File: src/rtl/mi_l1_ctrl.sv
module mi_l1_ctrl #(
  parameter int AW = 8,
  parameter int IW = 2,
  parameter int DW = 32,
  parameter int RW = 3
) (
  input  logic          clk,
  input  logic          rst_n,
  input  logic          cpu_valid,
  output logic          cpu_ready,
  input  logic [1:0]    cpu_op,
  input  logic [AW-1:0] cpu_addr,
  input  logic [DW-1:0] cpu_wdata,
  output logic          cpu_done,
  output logic [DW-1:0] cpu_rdata,
  output logic          dreq_valid,
  output logic          dreq_type,
  output logic [AW-1:0] dreq_addr,
  output logic [DW-1:0] dreq_data,
  input  logic          rsp_valid,
  output logic          rsp_ready,
  input  logic [1:0]    rsp_type,
  input  logic [AW-1:0] rsp_addr,
  input  logic [DW-1:0] rsp_data,
  input  logic          fwd_valid,
  output logic          fwd_ready,
  input  logic [2:0]    fwd_type,
  input  logic [AW-1:0] fwd_addr,
  input  logic [RW-1:0] fwd_src,
  output logic          out_valid,
  output logic [AW-1:0] out_addr,
  output logic [DW-1:0] out_data,
  output logic [RW-1:0] out_dest,
  output logic          proto_err
);
  localparam int LINES = 1 << IW;
  localparam int TW    = AW - IW;
  localparam logic [2:0] F_GETX = 3'd0, F_INV = 3'd1, F_ACK = 3'd2, F_NACK = 3'd3;

  typedef enum logic [2:0] {S_I, S_M, S_IS, S_IM, S_MI, S_II, S_MII} st_t;

  st_t           st_q  [LINES];
  logic [TW-1:0] tag_q [LINES];
  logic [DW-1:0] dat_q [LINES];

  logic          wb_v;
  st_t           wb_st;
  logic [AW-1:0] wb_addr;
  logic [DW-1:0] wb_data;

  logic          miss_v, miss_st;
  logic [AW-1:0] miss_addr;
  logic [DW-1:0] miss_wd;

  function automatic st_t look(input logic [AW-1:0] a);
    if (wb_v && wb_addr == a) return wb_st;
    if (st_q[a[IW-1:0]] != S_I && tag_q[a[IW-1:0]] == a[AW-1:IW]) return st_q[a[IW-1:0]];
    return S_I;
  endfunction

  logic [IW-1:0] cidx, fidx, midx, ev_idx;
  st_t           cst, fst;
  logic          c_occ, c_go, c_evict, f_stall, c_turn, f_inv_m, do_ev;

  assign cidx = cpu_addr[IW-1:0];
  assign fidx = fwd_addr[IW-1:0];
  assign midx = miss_addr[IW-1:0];
  assign cst  = look(cpu_addr);
  assign fst  = look(fwd_addr);

  assign c_occ   = st_q[cidx] == S_M && tag_q[cidx] != cpu_addr[AW-1:IW];
  assign c_go    = !miss_v && (cst == S_M || (cst == S_I && st_q[cidx] == S_I));
  assign c_evict = !miss_v && cst == S_I && c_occ && !wb_v;
  assign f_stall = ((fwd_type == F_GETX || fwd_type == F_INV) && (fst == S_IS || fst == S_IM))
                 || (fwd_type == F_INV && fst == S_M && wb_v);

  assign c_turn    = !rsp_valid && !fwd_valid && cpu_valid;
  assign rsp_ready = rsp_valid;
  assign fwd_ready = !rsp_valid && fwd_valid && !f_stall;
  assign cpu_ready = c_turn && c_go;

  assign f_inv_m = fwd_ready && fwd_type == F_INV && fst == S_M;
  assign do_ev   = f_inv_m || (c_turn && c_evict);
  assign ev_idx  = f_inv_m ? fidx : cidx;

  always_ff @(posedge clk) begin
    if (!rst_n) begin
      for (int i = 0; i < LINES; i++) begin
        st_q[i]  <= S_I;
        tag_q[i] <= '0;
        dat_q[i] <= '0;
      end
      wb_v <= 1'b0; wb_st <= S_I; wb_addr <= '0; wb_data <= '0;
      miss_v <= 1'b0; miss_st <= 1'b0; miss_addr <= '0; miss_wd <= '0;
      cpu_done <= 1'b0; cpu_rdata <= '0;
      dreq_valid <= 1'b0; dreq_type <= 1'b0; dreq_addr <= '0; dreq_data <= '0;
      out_valid <= 1'b0; out_addr <= '0; out_data <= '0; out_dest <= '0;
      proto_err <= 1'b0;
    end else begin
      cpu_done   <= 1'b0;
      dreq_valid <= 1'b0;
      out_valid  <= 1'b0;

      if (do_ev) begin
        wb_v        <= 1'b1;
        wb_st       <= S_MI;
        wb_addr     <= {tag_q[ev_idx], ev_idx};
        wb_data     <= dat_q[ev_idx];
        st_q[ev_idx] <= S_I;
        dreq_valid  <= 1'b1;
        dreq_type   <= 1'b1;
        dreq_addr   <= {tag_q[ev_idx], ev_idx};
        dreq_data   <= dat_q[ev_idx];
      end

      if (rsp_valid) begin
        if (rsp_type == 2'd0 && miss_v && rsp_addr == miss_addr) begin
          dat_q[midx] <= miss_st ? miss_wd : rsp_data;
          cpu_rdata   <= miss_st ? miss_wd : rsp_data;
          st_q[midx]  <= S_M;
          miss_v      <= 1'b0;
          cpu_done    <= 1'b1;
        end else begin
          proto_err <= 1'b1;
        end
      end else if (fwd_ready) begin
        case (fwd_type)
          F_GETX: begin
            if (fst == S_M) begin
              out_valid  <= 1'b1;
              out_addr   <= fwd_addr;
              out_data   <= dat_q[fidx];
              out_dest   <= fwd_src;
              st_q[fidx] <= S_I;
            end else if (fst == S_MI || fst == S_MII) begin
              out_valid <= 1'b1;
              out_addr  <= fwd_addr;
              out_data  <= wb_data;
              out_dest  <= fwd_src;
              if (fst == S_MI) wb_st <= S_II;
              else             wb_v  <= 1'b0;
            end else begin
              proto_err <= 1'b1;
            end
          end
          F_INV:  if (fst != S_M && fst != S_MI) proto_err <= 1'b1;
          F_ACK: begin
            if (fst == S_MI) wb_v <= 1'b0;
            else             proto_err <= 1'b1;
          end
          F_NACK: begin
            if (fst == S_MI)      wb_st <= S_MII;
            else if (fst == S_II) wb_v  <= 1'b0;
            else                  proto_err <= 1'b1;
          end
          default: proto_err <= 1'b1;
        endcase
      end else if (cpu_ready) begin
        if (cst == S_M) begin
          cpu_done <= 1'b1;
          if (cpu_op[1]) begin
            dat_q[cidx] <= cpu_wdata;
            cpu_rdata   <= cpu_wdata;
          end else begin
            cpu_rdata <= dat_q[cidx];
          end
        end else begin
          tag_q[cidx] <= cpu_addr[AW-1:IW];
          st_q[cidx]  <= cpu_op[1] ? S_IM : S_IS;
          miss_v      <= 1'b1;
          miss_st     <= cpu_op[1];
          miss_addr   <= cpu_addr;
          miss_wd     <= cpu_wdata;
          dreq_valid  <= 1'b1;
          dreq_type   <= 1'b0;
          dreq_addr   <= cpu_addr;
          dreq_data   <= '0;
        end
      end
    end
  end
endmodule

File: config.mk
export PLATFORM = sky130hd
export DESIGN_NAME = mi_l1_ctrl
export DESIGN_NICKNAME = d
export VERILOG_FILES = /design/src/rtl/mi_l1_ctrl.sv
export SDC_FILE = /design/constraint.sdc
export NUM_CORES = 1
export LEC_CHECK = 0
export BUFFER_PORTS_ARGS = -buffer_cell sky130_fd_sc_hd__buf_2
export CAP_MARGIN = 20
export CORE_AREA = 2 2 254 156
export CTS_CLUSTER_DIAMETER = 100
export CTS_CLUSTER_SIZE = 40
export DETAILED_ROUTE_END_ITERATION = 8
export DIE_AREA = 0 0 256 158
export HOLD_SLACK_MARGIN = 0.06
export PLACE_DENSITY = 0.72
export SYNTH_ARGS = -nofsm -noshare
export SYNTH_HDL_FRONTEND = slang
export SYNTH_SLANG_ARGS = --single-unit
export TNS_END_PERCENT = 100
File: constraint.sdc
create_clock -name clk -period 7.2 [get_ports clk]
set_input_delay 0 -clock clk [delete_from_list [all_inputs] [get_ports clk]]
set_output_delay 0 -clock clk [all_outputs]
set_load 0.02 [all_outputs]
== Word-level counts from Yosys, hierarchy flattened ==
Memories as Yosys holds them, arrays and structs flattened.
Cells that the tools add are included.
Word-level totals
  bits in registers: 206
  bits in writable memories: 160
  input port bits: 103
  output and inout port bits: 123
  word-level logic and storage cells: 249
  memories kept: 3
Memory list
  dat_q: words 4, bits a word 32, read ports 3, clocked after Yosys merged registers in 0, wr ports 4, line 44  | logic [DW-1:0] dat_q [LINES];
  tag_q: words 4, bits a word 6, read ports 3, clocked after Yosys merged registers in 0, wr ports 4, line 43  | logic [TW-1:0] tag_q [LINES];
  st_q: words 4, bits a word 2, read ports 2, clocked after Yosys merged registers in 0, wr ports 4, line 42  | st_t st_q [LINES];
Operators by class
  equality and inequality tests: 29
  muxes and demuxes: 135
  bitwise operators: 5
  reductions and logical operators: 58
Operators with widths (number)
  two-way mux 32 bit: 16
  two-way mux 1 bit: 79
  OR reduction 32 bit: 2
  two-way mux 8 bit: 7
  two-way mux 3 bit: 17
  == test 8 bit: 3
  logical AND 1 bit: 24
  two-way mux 2 bit: 12
  != test 3 bit, second input constant: 6
  AND reduction 4 bit: 4
  == test 3 x 1 -> 1 bit, second input constant: 4
  == test 3 x 2 -> 1 bit, second input constant: 4
  == test 6 bit: 2
  == test 3 bit, second input constant: 3
  logical NOT 3 bit: 3
  AND reduction 8 bit: 1
  nonzero test 2 bit: 4
  OR reduction 2 bit: 4
  logical OR 1 bit: 6
  two-way mux 6 bit: 1
  != test 2 bit, second input constant: 3
  != test 6 bit: 1
  case mux 3 bit (2 select lines): 1
  nonzero test 3 bit: 2
  other kinds (10): 18

== Longest topological paths before layout ==
An unclocked memory read counts as a cell.
  word-level depth: 24
  mapped depth: 12
  gate-level depth less buffers: 8

== Worst setup path after synthesis ==
No wires, ideal clock.
  kind: flip-flop to flip-flop
  from: mem tag_q[3][5] (netlist bit)
  to: mem dat_q[3][0], enable pin
  setup time: 0.466 ns
  arrival time: 4.069 ns
  data required time: 6.734 ns
  setup slack: 2.665 ns
  cell stages (with the launch flop): 9
  path buffers: 0
  clock period less this slack: 4.535 ns
  cell sequence: edfxtp_1 > mux4_2 > xnor2_1 > nand4_1 > nor4b_2 > o211ai_1 > nor2_1 > a21oi_1 > o21ai_0
RTL lines (line)
  from (decl): 43
  to (decl): 44

==> impl_metrics.toml <==
[status]
outcome = "completed"

[worst_setup_path]
path_class = "in2reg"
worst-path-max-fanout = 45
endpoint_kind = "register"
cp_data_arrival_time_ns = 4.99
start_kind = "input port"
required_ns = 7.38

[drt]
viasPerCell = 6.26
ant_nets = 0
drtPass1Iterations = 6
dr.first_iter.drc_count = 2447
drt_drc_violations_left = 0
wl_mm = 62.7
via_count = 16185
wire_per_inst_um = 24.3

[flow_run]
maxCapViolCount = 0

[sta]
slew_headroom_pct = 30.3
fin_skew_ns = 0.0369
fmax_ghz = 0.208
setup_tns_ns = 0
hold_slack_ns = 0.0811
slew_viol_final = 0
finalCritPeriodShare_pct = 66.7
setup-violations-final = 0
rsz0062_at_grt = "no"
fin_crit_ns = 4.80
worst-slew-pin-transition_ns = 1.04
hold_viol = 0

[floorplan]
die_width_um = 256
die_h_um = 158
ios = 226
placementRows = 56
core-area_mm2 = 0.0383
start_util_pct = 49.2
die_area_mm2 = 0.0404

[finish]
drive_gt1_share_pct = 20.0
fin_nets = 2160
final_cell_mix = "236 x nand2_1, 225 x buf_2, 206 x dfxtp_1"
fin_util_pct = 56.1
area_growth_pct = 14.1
final_cell_area_mm2 = 0.0215
final_common_cell = "nand2_1"

[placement]
place_hpwl_mm = 42.5
gp_congestion = 0.883
port_buffers = 224
placed_cell_area_mm2 = 0.0202

[power_and_ir_drop]
max-vdd-ir-drop_uv = 145
power_uw = 3760
leakagePower_uw = 0.00809
p_per_area_mw_per_mm2 = 175

[clocking]
post-cts-setup-buffers = 0
cts_sinks = 366
root_buffer = "clkbuf_16"
clock_path_buffers = 3
cts_buffers = 13
worstSkewPairLatency_ns = 0.55
tritoncts = "done"
htree_levels = 1
clk_pin_slew_worst_paths_ns = 0.16

[hold_path]
hold_path.class = "in2reg"

[synthesis]
syn_area_mm2 = 0.0188
ys_seq_area_share_pct = 47.4
synth_edf_count = 160
synth_ff_type = "dfxtp_1"
synth_warnings = 0
ys_seq_elements = 366
synth_cells = 1858
yosysUniqueCellTypes = 63
synth_nets = 1961
synthArstFlopShare_pct = 0
avgSynthCellArea_um2 = 10.1

[global_routing]
grt_pass1_wl_mm = 92.9
grt-ovfl-total = 0
grt_start_max_net_pins = 79
antenna_found_initial = 5
grt_pass1_vias = 14699
grt.total_usage_pct = 30.1
[flip-flops by register name, summed over array words and instances (netlist names), 3 cells and up]
| signal | cells |
|---|---|
| dreq_addr | 8 |
| out_addr | 8 |
| out_data | 32 |
| cpu_rdata | 32 |
| dat_q | 128 |
| miss_addr | 8 |
| st_q | 8 |
| wb_st | 3 |
| wb_data | 32 |
| dreq_data | 32 |
| miss_wd | 32 |
| tag_q | 24 |
| out_dest | 3 |
| wb_addr | 8 |
[synthesized netlist by cell type (4+ instances only)]
master	number	share of area, %
nand2_1	240	4.8
dfxtp_1	206	22
edfxtp_1	160	26
nor2_1	159	3.2
mux2i_1	132	7.0
a21oi_1	120	3.2
clkbuf_1	104	2.1
o21ai_0	99	2.6
nand3_1	84	2.2
mux4_2	76	9.1
inv_1	41	0.82
a211oi_1	38	1.5
a21o_1	38	1.5
a22oi_1	37	1.5
mux2_2	32	1.9
xnor2_1	27	1.3
buf_2	25	0.66
o211ai_1	25	1.0
nor3_1	22	0.58
o221ai_1	18	0.84
and2_1	15	0.50
buf_1	15	0.30
and3_1	14	0.46
xor2_1	13	0.60
nand4_1	11	0.37
nor4_1	10	0.33
buf_4	9	0.36
nand2b_1	8	0.27
a22o_1	7	0.33
or3_1	6	0.20
buf_6	5	0.30
a2bb2oi_1	4	0.19
o21ai_1	4	0.11
o31ai_1	4	0.16
or2_2	4	0.13
or4_1	4	0.16
[layout make-up]
| class | instances | area [µm²] |
|---|---|---|
| Antenna cell | 1 | 2.50 |
| Clock buffer | 19 | 348 |
| Clock inverter | 2 | 46.3 |
| Fill cell | 3246 | 16800 |
| Inverter | 41 | 156 |
| Multi-Input combinational cell | 1293 | 9130 |
| Sequential cell | 366 | 8930 |
| Tap cell | 522 | 653 |
| Timing Repair Buffer | 342 | 2220 |
[cells by family (layout without fill, tap and decap cells)]
group                     Yosys count  in the layout  synth area share [%]
DFF                               366            366                  47.4
and+or+nand+nor                   598            598                  14.3
buffers and inverters             199            404                  4.51
AOI/OAI and AO/OA                 415            415                  13.9
xor gates and xnor gates           40             40                  1.86
other                               0              1                     0
muxes                             240            240                  18.0
[what timing repair did]
action / 4_1_cts / 5_1_grt
endpoints found under the setup margin: 0 / 0
hold buffers: 85 / 0
hold endpoints to repair: 219 / 0
resized for setup: 0 / 0
[worst max-delay path, cell delays in order]
cell and delay [ns]:
dlygate4sd3_1 0.53, buf_2 0.38, buf_4 0.69, mux4_2 0.60, xnor2_1 0.16, nand2_1 0.12, nor4b_2 0.32, o2111a_1 0.21
buf_4 0.40, a21oi_1 0.16, or3_1 0.38, buf_4 0.27, nand2_2 0.71
[path summary, 6_finish.rpt]
check	start	end	slack (ns)	cells after the start
max reg2reg	tag_q[3][2]$_DFFE_PP_	dat_q[1][9]$_SDFFCE_PN0P_	2.75	10
min reg2reg	miss_wd[26]$_SDFFE_PN0P_	miss_wd[26]$_SDFFE_PN0P_	0.46	2
min	cpu_addr[1]	dreq_addr[1]$_SDFF_PN0_	0.08	3
max	cpu_addr[0]	dat_q[1][9]$_SDFFCE_PN0P_	2.40	13
[report_power, final]
| group | leakage [µW] | switching (µW) | internal (µW) | total, µW |
|---|---|---|---|---|
| Combinational | 0.00459 | 286 | 192 | 478 |
| Clock | 0.000186 | 674 | 357 | 1030 |
| Sequential | 0.00331 | 36.6 | 2210 | 2250 |
| Total | 0.00809 | 997 | 2760 | 3760 |
[metrics by stage]
stage                     setup slack, ns  instances
after floorplan                      2.67       1858
after global routing                 2.14       2586
after detailed placement             2.41       2477
after CTS                            2.45       2583
final                                2.40       2586
after global placement               2.45       2476
[metal layers]
| layer | up-vias | track usage (%) | wire length (µm) |
|---|---|---|---|
| met4 | 4 | 4.09 | 824 |
| met5 | - | 0 | 22 |
| met3 | 84 | 12.0 | 9700 |
| met2 | 1085 | 39.9 | 24500 |
| li1 | 7180 | - | - |
| met1 | 7832 | 46.3 | 27700 |
(Power assumes the default switching activity.)
